[config.mk]
export PLATFORM = sky130hd
export DESIGN_NAME = freq_ratio_meter
export DESIGN_NICKNAME = d
export VERILOG_FILES = /design/src/rtl/frm_pkg.sv /design/src/rtl/loop_edge_sync.sv /design/src/rtl/sat_edge_counter.sv /design/src/rtl/ratio_divider.sv /design/src/rtl/freq_ratio_meter.sv
export SDC_FILE = /design/constraint.sdc
export NUM_CORES = 1
export LEC_CHECK = 0
export ABC_AREA = 1
export BUFFER_PORTS_ARGS = -buffer_cell sky130_fd_sc_hd__buf_2
export CAP_MARGIN = 30
export CELL_PAD_IN_SITES_DETAIL_PLACEMENT = 1
export CELL_PAD_IN_SITES_GLOBAL_PLACEMENT = 1
export CORE_MARGIN = 3
export CORE_UTILIZATION = 50
export DETAILED_ROUTE_END_ITERATION = 7
export HOLD_SLACK_MARGIN = 0.05
export PLACE_DENSITY_LB_ADDON = 0.1
export SETUP_SLACK_MARGIN = 0.15
export SLEW_MARGIN = 40
export SYNTH_ARGS = -nofsm -noshare
export SYNTH_HDL_FRONTEND = slang
export SYNTH_SLANG_ARGS = --single-unit
export TNS_END_PERCENT = 5
[constraint.sdc]
create_clock -name clk_i -period 5.5 [get_ports clk_i]
set_input_delay 0 -clock clk_i [delete_from_list [all_inputs] [get_ports clk_i]]
set_output_delay 0 -clock clk_i [all_outputs]
set_load 0.03 [all_outputs]
[src/rtl/frm_pkg.sv]
package frm_pkg;

    typedef enum logic [2:0] {
        ST_IDLE,
        ST_RUN_A,
        ST_RUN_B,
        ST_DIVIDE,
        ST_DONE
    } meter_state_e;

endpackage

[src/rtl/loop_edge_sync.sv]
module loop_edge_sync #(
    parameter int STAGES = 2
) (
    input  logic clk_i,
    input  logic rst_ni,
    input  logic loop_i,
    output logic rise_o
);
    // Chain: STAGES synchronizer flops plus one history flop for the edge detector.
    logic [STAGES:0] chain_d, chain_q;

    always_comb begin
        chain_d = {chain_q[STAGES-1:0], loop_i};
    end

    always_ff @(posedge clk_i or negedge rst_ni) begin
        if (!rst_ni) chain_q <= '0;
        else         chain_q <= chain_d;
    end

    assign rise_o = chain_q[STAGES-1] & ~chain_q[STAGES];

endmodule

[src/rtl/sat_edge_counter.sv]
module sat_edge_counter #(
    parameter int CNT_W = 24
) (
    input  logic             clk_i,
    input  logic             rst_ni,
    input  logic             clr_i,
    input  logic             inc_i,
    output logic [CNT_W-1:0] count_o
);
    localparam logic [CNT_W-1:0] CNT_MAX = '1;

    logic [CNT_W-1:0] cnt_d, cnt_q;

    always_comb begin
        cnt_d = cnt_q;
        if (clr_i)                         cnt_d = '0;
        else if (inc_i && cnt_q != CNT_MAX) cnt_d = cnt_q + 1'b1;
    end

    always_ff @(posedge clk_i or negedge rst_ni) begin
        if (!rst_ni) cnt_q <= '0;
        else         cnt_q <= cnt_d;
    end

    assign count_o = cnt_q;

endmodule

[src/rtl/ratio_divider.sv]
module ratio_divider #(
    parameter int NUM_W = 40,
    parameter int DEN_W = 24
) (
    input  logic             clk_i,
    input  logic             rst_ni,
    input  logic             start_i,
    input  logic [NUM_W-1:0] num_i,
    input  logic [DEN_W-1:0] den_i,
    output logic             done_o,
    output logic [NUM_W-1:0] quot_o,
    output logic             zero_o
);
    localparam int ITER_W = $clog2(NUM_W + 1);

    typedef struct packed {
        logic              busy;
        logic [ITER_W-1:0] iter;
        logic [DEN_W:0]    rem;
        logic [NUM_W-1:0]  quo;   // dividend bits shift out at the top, quotient bits shift in at the bottom
        logic [DEN_W-1:0]  den;
        logic              done;
        logic              zero;
    } div_regs_t;

    div_regs_t q, d;
    logic [DEN_W:0] trial;
    logic           qbit;

    always_comb begin
        d     = q;
        d.done = 1'b0;
        trial = {q.rem[DEN_W-1:0], q.quo[NUM_W-1]};
        qbit  = 1'b0;
        if (start_i) begin
            d.iter = '0;
            d.rem  = '0;
            d.den  = den_i;
            if (den_i == '0) begin
                d.busy = 1'b0;
                d.quo  = '1;
                d.zero = 1'b1;
                d.done = 1'b1;
            end else begin
                d.busy = 1'b1;
                d.quo  = num_i;
                d.zero = 1'b0;
            end
        end else if (q.busy) begin
            if (trial >= {1'b0, q.den}) begin
                d.rem = trial - {1'b0, q.den};
                qbit  = 1'b1;
            end else begin
                d.rem = trial;
            end
            d.quo = {q.quo[NUM_W-2:0], qbit};
            if (q.iter == ITER_W'(NUM_W - 1)) begin
                d.busy = 1'b0;
                d.done = 1'b1;
            end else begin
                d.iter = q.iter + 1'b1;
            end
        end
    end

    always_ff @(posedge clk_i or negedge rst_ni) begin
        if (!rst_ni) q <= '0;
        else         q <= d;
    end

    assign done_o = q.done;
    assign quot_o = q.quo;
    assign zero_o = q.zero;

endmodule

[src/rtl/freq_ratio_meter.sv]
module freq_ratio_meter #(
    parameter int CNT_W       = 24,
    parameter int FRAC_W      = 16,
    parameter int WIN_W       = 24,
    parameter int SYNC_STAGES = 2,
    localparam int RATIO_W    = CNT_W + FRAC_W
) (
    input  logic               clk_i,
    input  logic               rst_ni,
    input  logic               start_i,
    input  logic [WIN_W-1:0]   window_i,
    input  logic               loop_a_i,
    input  logic               loop_b_i,
    output logic               loop_en_a_o,
    output logic               loop_en_b_o,
    output logic               busy_o,
    output logic               valid_o,
    output logic [RATIO_W-1:0] ratio_o,
    output logic               div_err_o
);
    import frm_pkg::*;

    localparam int NUM_LOOPS = 2;

    typedef struct packed {
        meter_state_e       state;
        logic [WIN_W-1:0]   win;
        logic [WIN_W-1:0]   timer;
        logic               div_go;
        logic [RATIO_W-1:0] ratio;
        logic               err;
        logic               valid;
    } meter_regs_t;

    meter_regs_t q, d;

    logic [NUM_LOOPS-1:0] loop_raw, loop_rise, loop_inc;
    logic [CNT_W-1:0]     loop_cnt [NUM_LOOPS];
    logic                 cnt_clr;
    logic                 start_ok;
    logic                 div_done, div_zero;
    logic [RATIO_W-1:0]   div_quot;

    assign loop_raw = {loop_b_i, loop_a_i};
    assign loop_inc = {loop_rise[1] & (q.state == ST_RUN_B),
                       loop_rise[0] & (q.state == ST_RUN_A)};

    for (genvar g = 0; g < NUM_LOOPS; g++) begin : g_loop
        loop_edge_sync #(.STAGES(SYNC_STAGES)) i_sync (
            .clk_i  (clk_i),
            .rst_ni (rst_ni),
            .loop_i (loop_raw[g]),
            .rise_o (loop_rise[g])
        );
        sat_edge_counter #(.CNT_W(CNT_W)) i_cnt (
            .clk_i   (clk_i),
            .rst_ni  (rst_ni),
            .clr_i   (cnt_clr),
            .inc_i   (loop_inc[g]),
            .count_o (loop_cnt[g])
        );
    end

    ratio_divider #(.NUM_W(RATIO_W), .DEN_W(CNT_W)) i_div (
        .clk_i   (clk_i),
        .rst_ni  (rst_ni),
        .start_i (q.div_go),
        .num_i   ({loop_cnt[0], {FRAC_W{1'b0}}}),
        .den_i   (loop_cnt[1]),
        .done_o  (div_done),
        .quot_o  (div_quot),
        .zero_o  (div_zero)
    );

    // Timer preset: a window of W cycles counts down W-1..0; zero behaves as one.
    function automatic logic [WIN_W-1:0] preset(input logic [WIN_W-1:0] w);
        return (w == '0) ? '0 : w - 1'b1;
    endfunction

    assign start_ok = start_i && (q.state == ST_IDLE || q.state == ST_DONE);

    always_comb begin
        d        = q;
        d.div_go = 1'b0;
        cnt_clr  = 1'b0;
        unique case (q.state)
            ST_IDLE, ST_DONE: begin
                if (start_ok) begin
                    d.state = ST_RUN_A;
                    d.win   = window_i;
                    d.timer = preset(window_i);
                    d.valid = 1'b0;
                    cnt_clr = 1'b1;
                end
            end
            ST_RUN_A: begin
                if (q.timer == '0) begin
                    d.state = ST_RUN_B;
                    d.timer = preset(q.win);
                end else begin
                    d.timer = q.timer - 1'b1;
                end
            end
            ST_RUN_B: begin
                if (q.timer == '0) begin
                    d.state  = ST_DIVIDE;
                    d.div_go = 1'b1;
                end else begin
                    d.timer = q.timer - 1'b1;
                end
            end
            ST_DIVIDE: begin
                if (div_done) begin
                    d.state = ST_DONE;
                    d.ratio = div_quot;
                    d.err   = div_zero;
                    d.valid = 1'b1;
                end
            end
            default: d.state = ST_IDLE;
        endcase
    end

    always_ff @(posedge clk_i or negedge rst_ni) begin
        if (!rst_ni) begin
            q       <= '0;
            q.state <= ST_IDLE;
        end else begin
            q <= d;
        end
    end

    assign loop_en_a_o = (q.state == ST_RUN_A);
    assign loop_en_b_o = (q.state == ST_RUN_B);
    assign busy_o      = (q.state == ST_RUN_A) || (q.state == ST_RUN_B) || (q.state == ST_DIVIDE);
    assign valid_o     = q.valid;
    assign ratio_o     = q.ratio;
    assign div_err_o   = q.err;

endmodule

== Word-level counts from Yosys, hierarchy flattened ==
Cells that the tools add are included.
Storage, ports and cells
  flip-flop bits (word level): 245
  input port bits: 29
  output and inout port bits: 45
  logic and storage cells: 101
Operators by class
  $add $sub $neg: 7
  $lt $le $gt $ge: 1
  equal/unequal tests: 13
  mux-type cells: 33
  bitwise gates (word level): 6
  reductions and logical operators: 23
Operators with widths (number)
  $mux 24: 8
  $mux 72: 2
  $logic_not 24->1: 4
  $pmux 24 s3: 1
  $sub 24x1->24 const B: 3
  $mux 51: 1
  $add 24x1->24 const B: 2
  $ne 24x24->1 const B: 2
  $mux 40: 1
  $ge 25x24->1: 1
  $mux 25: 1
  $sub 25x24->25: 1
  $mux 1: 13
  $pmux 3 s4: 1
  $mux 3: 3
  $reduce_bool 2->1: 4
  $add 6x1->6 const B: 1
  $eq 3x2->1 const B: 2
  $eq 6x6->1 const B: 1
  $mux 6: 1
  $ne 2x1->1 const B: 3
  $ne 2x2->1 const B: 3
  $reduce_and 2->1: 3
  $reduce_and 3->1: 2
  11 further kinds: 19

== Depth between registers and ports, before layout ==
  depth in word-level cells: 6
  gate-level depth with buffers: 15
  depth with buffers taken out: 15

== Hierarchy ==
Synthesis repeated with hierarchy kept, for this count alone.
Unflattened totals
  cells, all modules: 2375
  area, all modules: 16668.5 um^2
Modules (own cells, without submodules)
  freq_ratio_meter: instances 1, cells each 963, area each 6806.5 um^2, sequential area each 2352.3 um^2
  ratio_divider: instances 1, cells each 904, area each 6486.2 um^2, sequential area each 2427.3 um^2
  sat_edge_counter: instances 2, cells each 249, area each 1602.8 um^2, sequential area each 600.6 um^2
  loop_edge_sync: instances 2, cells each 5, area each 85.1 um^2, sequential area each 75.1 um^2

== Worst setup path after synthesis ==
No wires, ideal clock.
  path type: reg2reg
  from: reg i_div.q[73] in the netlist's numbering
  to: reg i_div.q[75] in the netlist's numbering
  library setup time: 118 ps
  arrival: 1777 ps
  data required time: 5382 ps
  slack: 3605 ps
  stages on the path, launching flop included: 12
  path buffers: 1
  clock period less this slack: 1895 ps
  cells stage by stage: dfrtp_1 > ha_1 > nand2_1 > nor2_2 > nand3_1 > nand3_1 > nand3_4 > nand3_4 > buf_6 > nand2_1 > nand3_1 > nand2_1
On the way
  word-level cells in the longest chain between the ends: 4
RTL lines
  start: declaration: line ratio_divider.sv:26  | div_regs_t q, d;
  start signal: assignment: line ratio_divider.sv:67  | if (!rst_ni) q <= '0;
  start signal: assignment: line ratio_divider.sv:68  | else q <= d;
  $sub 25x24->25 or $ge 25x24->1 (tied branches): line ratio_divider.sv:51, ratio_divider.sv:50
  $mux 25 (*): line ratio_divider.sv:50  | if (trial >= {1'b0, q.den}) begin
  $mux 72 (*): line ratio_divider.sv:49  | end else if (q.busy) begin
  $mux 72 (*): line ratio_divider.sv:35  | if (start_i) begin
Mark *: on every way between the ends. The rest lies on a longest branch, timed or not. The select of a mux whose other input is x is not followed.
A chain may end at the register's enable or synchronous reset.

== Worst setup path in the final report ==
  from: reg q[91] in the netlist's numbering
  to: reg g_loop[1].i_cnt.cnt_q[22]
On the way
  word-level cells in the longest chain between the ends: 6
RTL lines
  start: declaration: line freq_ratio_meter.sv:35  | meter_regs_t q, d;
  $eq 3x3->1 or $logic_not 3->1 (tied branches): line freq_ratio_meter.sv:80, freq_ratio_meter.sv:86
  $logic_or 1x1->1: line freq_ratio_meter.sv:80  | assign start_ok = start_i && (q.state == ST_IDLE || q.state == ST_DONE);
  $logic_and 1x1->1: line freq_ratio_meter.sv:80
  $mux 1: line freq_ratio_meter.sv:88  | if (start_ok) begin
  $mux 1: line freq_ratio_meter.sv:86  | unique case (q.state)
  $mux 24 or $reduce_bool 2->1 (tied branches)
  end signal: assignment: line sat_edge_counter.sv:22  | else cnt_q <= cnt_d;
  end: declaration: line sat_edge_counter.sv:12  | logic [CNT_W-1:0] cnt_d, cnt_q;
Several ways; a longest one is shown, not always the timed one.

==> results.yml <==
yosys:
  seq_area_frac_synth_pct: 38.6
  yosys_warnings: 0
  async_reset_ff_share_pct: 100
  yosys_register_bits: 245
  synth.avg_cell_area_um2: 7.12
  synth_area_leader_cell: "dfrtp_1"
  yosysTopAreaCellShare_pct: 38.6
  synth_nets: 2293
  ys_dominant_reg_cell: "dfrtp_1"
  synth_edf_count: 0
  synth_cell_type_count: 58
  synthCells: 2231
  netlist_area_um2: 15900
  synth.area.top_cells: "dfrtp_1 (39%), nand2_1 (15%), inv_1 (6.7%)"
worst_setup_path:
  cp.required_ps: 5910
  startpoint: "q[91]"
  cp-start-kind: "flop"
  cp.arrival_ps: 3580
  critPathKind: "reg -> reg"
  reg2reg_from: "q[91]"
  end_kind: "flop"
  cp_max_fo: 19
power_and_ir_drop:
  power.switching_uw: 2520
  intPower_uw: 3800
  ir_worst_vdd_mv: 0.343
  swShare_pct: 39.8
  p_leak_uw: 0.00860
  comb_power_share_pct: 31.9
  seq_power_share_pct: 36.8
  finalPower_uw: 6320
  p_clk_share_pct: 31.4
  p_per_area_nw_per_um2: 361
timing:
  fmax_mhz: 316
  finalSetupTns_ps: 0
  whs_ps: 108
  hold_viol_final: 0
  tightestPinTransition_ps: 784
  skew_ps: 13.9
  drv_slew: 0
  fin_crit_ps: 3170
  slew_headroom_pct: 47.7
  final-setup-viol-count: 0
  rsz0062_at_grt: "false"
  timing.final.crit_share_pct: 57.6
drt:
  wl_met2_um: 26600
  vias_per_cell: 5.75
  drc: 0
  num_vias: 15400
  m1WireLength_um: 23100
  drt.antenna.violating_nets: 0
  top_layer_used: "met4"
  met3RoutedLength_um: 1970
  wl_per_cell_um: 20.1
  wl_um: 53800
  drt_iter0_markers: 935
  first_pass_iters: 6
floorplanning:
  die_y_um: 184
  rows: 64
  die-width_um: 184
  core_area_um2: 31000
  start_util_pct: 51.3
  die_area_um2: 34000
  io_pins: 74
placed_design:
  portBuffers: 73
  place_area_um2: 16200
  dp_hpwl_um: 38300
  place.gp.congestion: 0.939
layout:
  area_delta_synth_final_pct: 10.3
  num-fill-cells: 4036
  multiInputGateArea_um2: 8010
  fin_nets: 2324
  final_layout_size_suffix_gt1_share_pct: 9.23
  final_area_um2: 17500
  ff_latch_area_um2: 6130
clocking:
  cts-root-buf: "clkbuf_16"
  clock_sinks: 245
  ctsLongestPathBuffers: 3
  clock_latency_ps: 560
  cts_tree: "built"
  cts_max_level: 1
  clk_pin_slew_ps: 60
  numCtsBuffers: 29
global_route:
  grt_max_degree: 84
  grt_pass1_vias: 16500
  track_usage_pct: 32.5
  grt_antenna_before_repair: 1
  grt_pass1_wl_um: 88900
  overflow: 0
min_path:
  hp-start: "loop_b_i"
  worstHoldPathType: "in -> reg"
flow_run:
  drv_cap: 0
status:
  status: "finished clean"
## metal layers
layer,vias to the layer above,global-route usage (%)
li1,7223,-
met1,7702,41.6
met2,354,57.3
met3,130,3.16
met4,0,11.8
met5,-,0
## flip-flops by register name (all words and copies together) (netlist names)
register	count
div_err_o	1
g_loop.i_cnt.count_o	48
g_loop.i_sync.chain_q	6
i_div.done_o	1
i_div.q	55
i_div.quot_o	40
i_div.zero_o	1
q	52
ratio_o	40
valid_o	1
## cells by family (layout without fill, tap and decap cells)
group / after synthesis / count (layout) / share of synthesized area (%)
simple gates: 1185 / 1185 / 32.7
buf+inv: 410 / 464 / 11.2
compound gates: 290 / 290 / 11.2
flops: 245 / 245 / 38.6
xor+xnor: 67 / 67 / 3.69
fa+ha+maj: 33 / 33 / 2.65
mux: 1 / 1 / 0.0708
other cells: 0 / 1 / 0
## worst paths after layout
kind | end | slack [ps] | cells after the start
setup reg to reg | g_loop[1].i_cnt.count_o[22] | 2330 | 8
max in group asynchronous | q[69] | 4260 | 4
min in group asynchronous | i_div.quot_o[9] | 600 | 4
hold reg to reg | g_loop[0].i_sync.chain_q[1] | 350 | 0
hold / removal | g_loop[1].i_sync.chain_q[0] | 110 | 2
setup / recovery | g_loop[1].i_cnt.count_o[22] | 2330 | 8
## cells in the mapped netlist, types with 4 or more instances
cell type and n:
nor4_1 6, buf_4 42, nor2_1 221, xnor2_1 21, ha_1 32, o21ai_0 126, o21ai_1 9, nand4_2 6
nand3_1 144, nor2_2 10, and2_1 5, buf_1 6, o22ai_1 8, inv_2 10, buf_2 17, a21boi_0 9
or2_2 4, o221ai_1 15, nor3_1 31, nand2_2 7, inv_1 284, clkbuf_1 39, o21ai_2 8, o31ai_1 9
nand3b_1 9, nand3_2 8, a22oi_1 27, nand4_1 64, a21oi_1 41, nand2_1 652, dfrtp_1 245, buf_6 7
xor2_1 46, o211ai_1 26
## cells in the final DEF, fill, tap and decap left out, drive strengths merged, types with 32 or more instances in the layout
cell type    n
a21oi       43
buf         84
clkbuf      38
dfrtp      245
ha          32
inv        299
nand2      660
nand3      154
nand4       71
nor2       233
nor3        36
o21ai      143
xor2        46
## worst max-delay path, cell delays in order, from the launching register on
cell and delay, ps:
dfrtp_1 450, nor3_4 680, inv_2 370, nor3b_1 290
nand2_1 340, nand2_2 540, inv_2 170, nand2_1 110
o31ai_1 70
## stage by stage
| stage | worst slack (ps) | util, % | cells |
|---|---|---|---|
| 2_1_floorplan | 3600 | - | 2231 |
| 3_3_place_gp | 2520 | 52.3 | 2597 |
| 3_5_place_dp | 2400 | 52.4 | 2598 |
| 4_1_cts | 2340 | 56.5 | 2681 |
| 5_1_grt | 2140 | 56.5 | 2681 |
| 6_report | 2330 | 56.5 | 2682 |
## timing repair
| action | 4_1_cts | 5_1_grt |
|---|---|---|
| hold buffers | 29 | 0 |
| buffers inserted | 0 | 0 |
| hold endpoints to repair | 283 | 0 |
| gates resized for setup | 0 | 0 |
| endpoints found under the setup margin | 0 | 0 |
## power by group through the flow
stage / clock network, uW / logic, uW / registers, uW
floorplan: 0 / 1450 / 2240
global placement: 0 / 1870 / 2330
detailed placement: 0 / 1960 / 2340
CTS: 2020 / 2000 / 2310
global route: 2100 / 2270 / 2360
finish: 1980 / 2010 / 2320
## area by class of cell
type / count / area share, %
clock buffers: 38 / 4.68
diodes: 1 / 0.0143
repair buffers: 112 / 4.44
well taps: 396 / 2.83
multi-input cells: 1576 / 45.7
clock inverters: 16 / 0.943
flip-flops and latches: 245 / 35.0
inverters: 298 / 6.40
No activity file was read; power rests on OpenSTA's default activity.
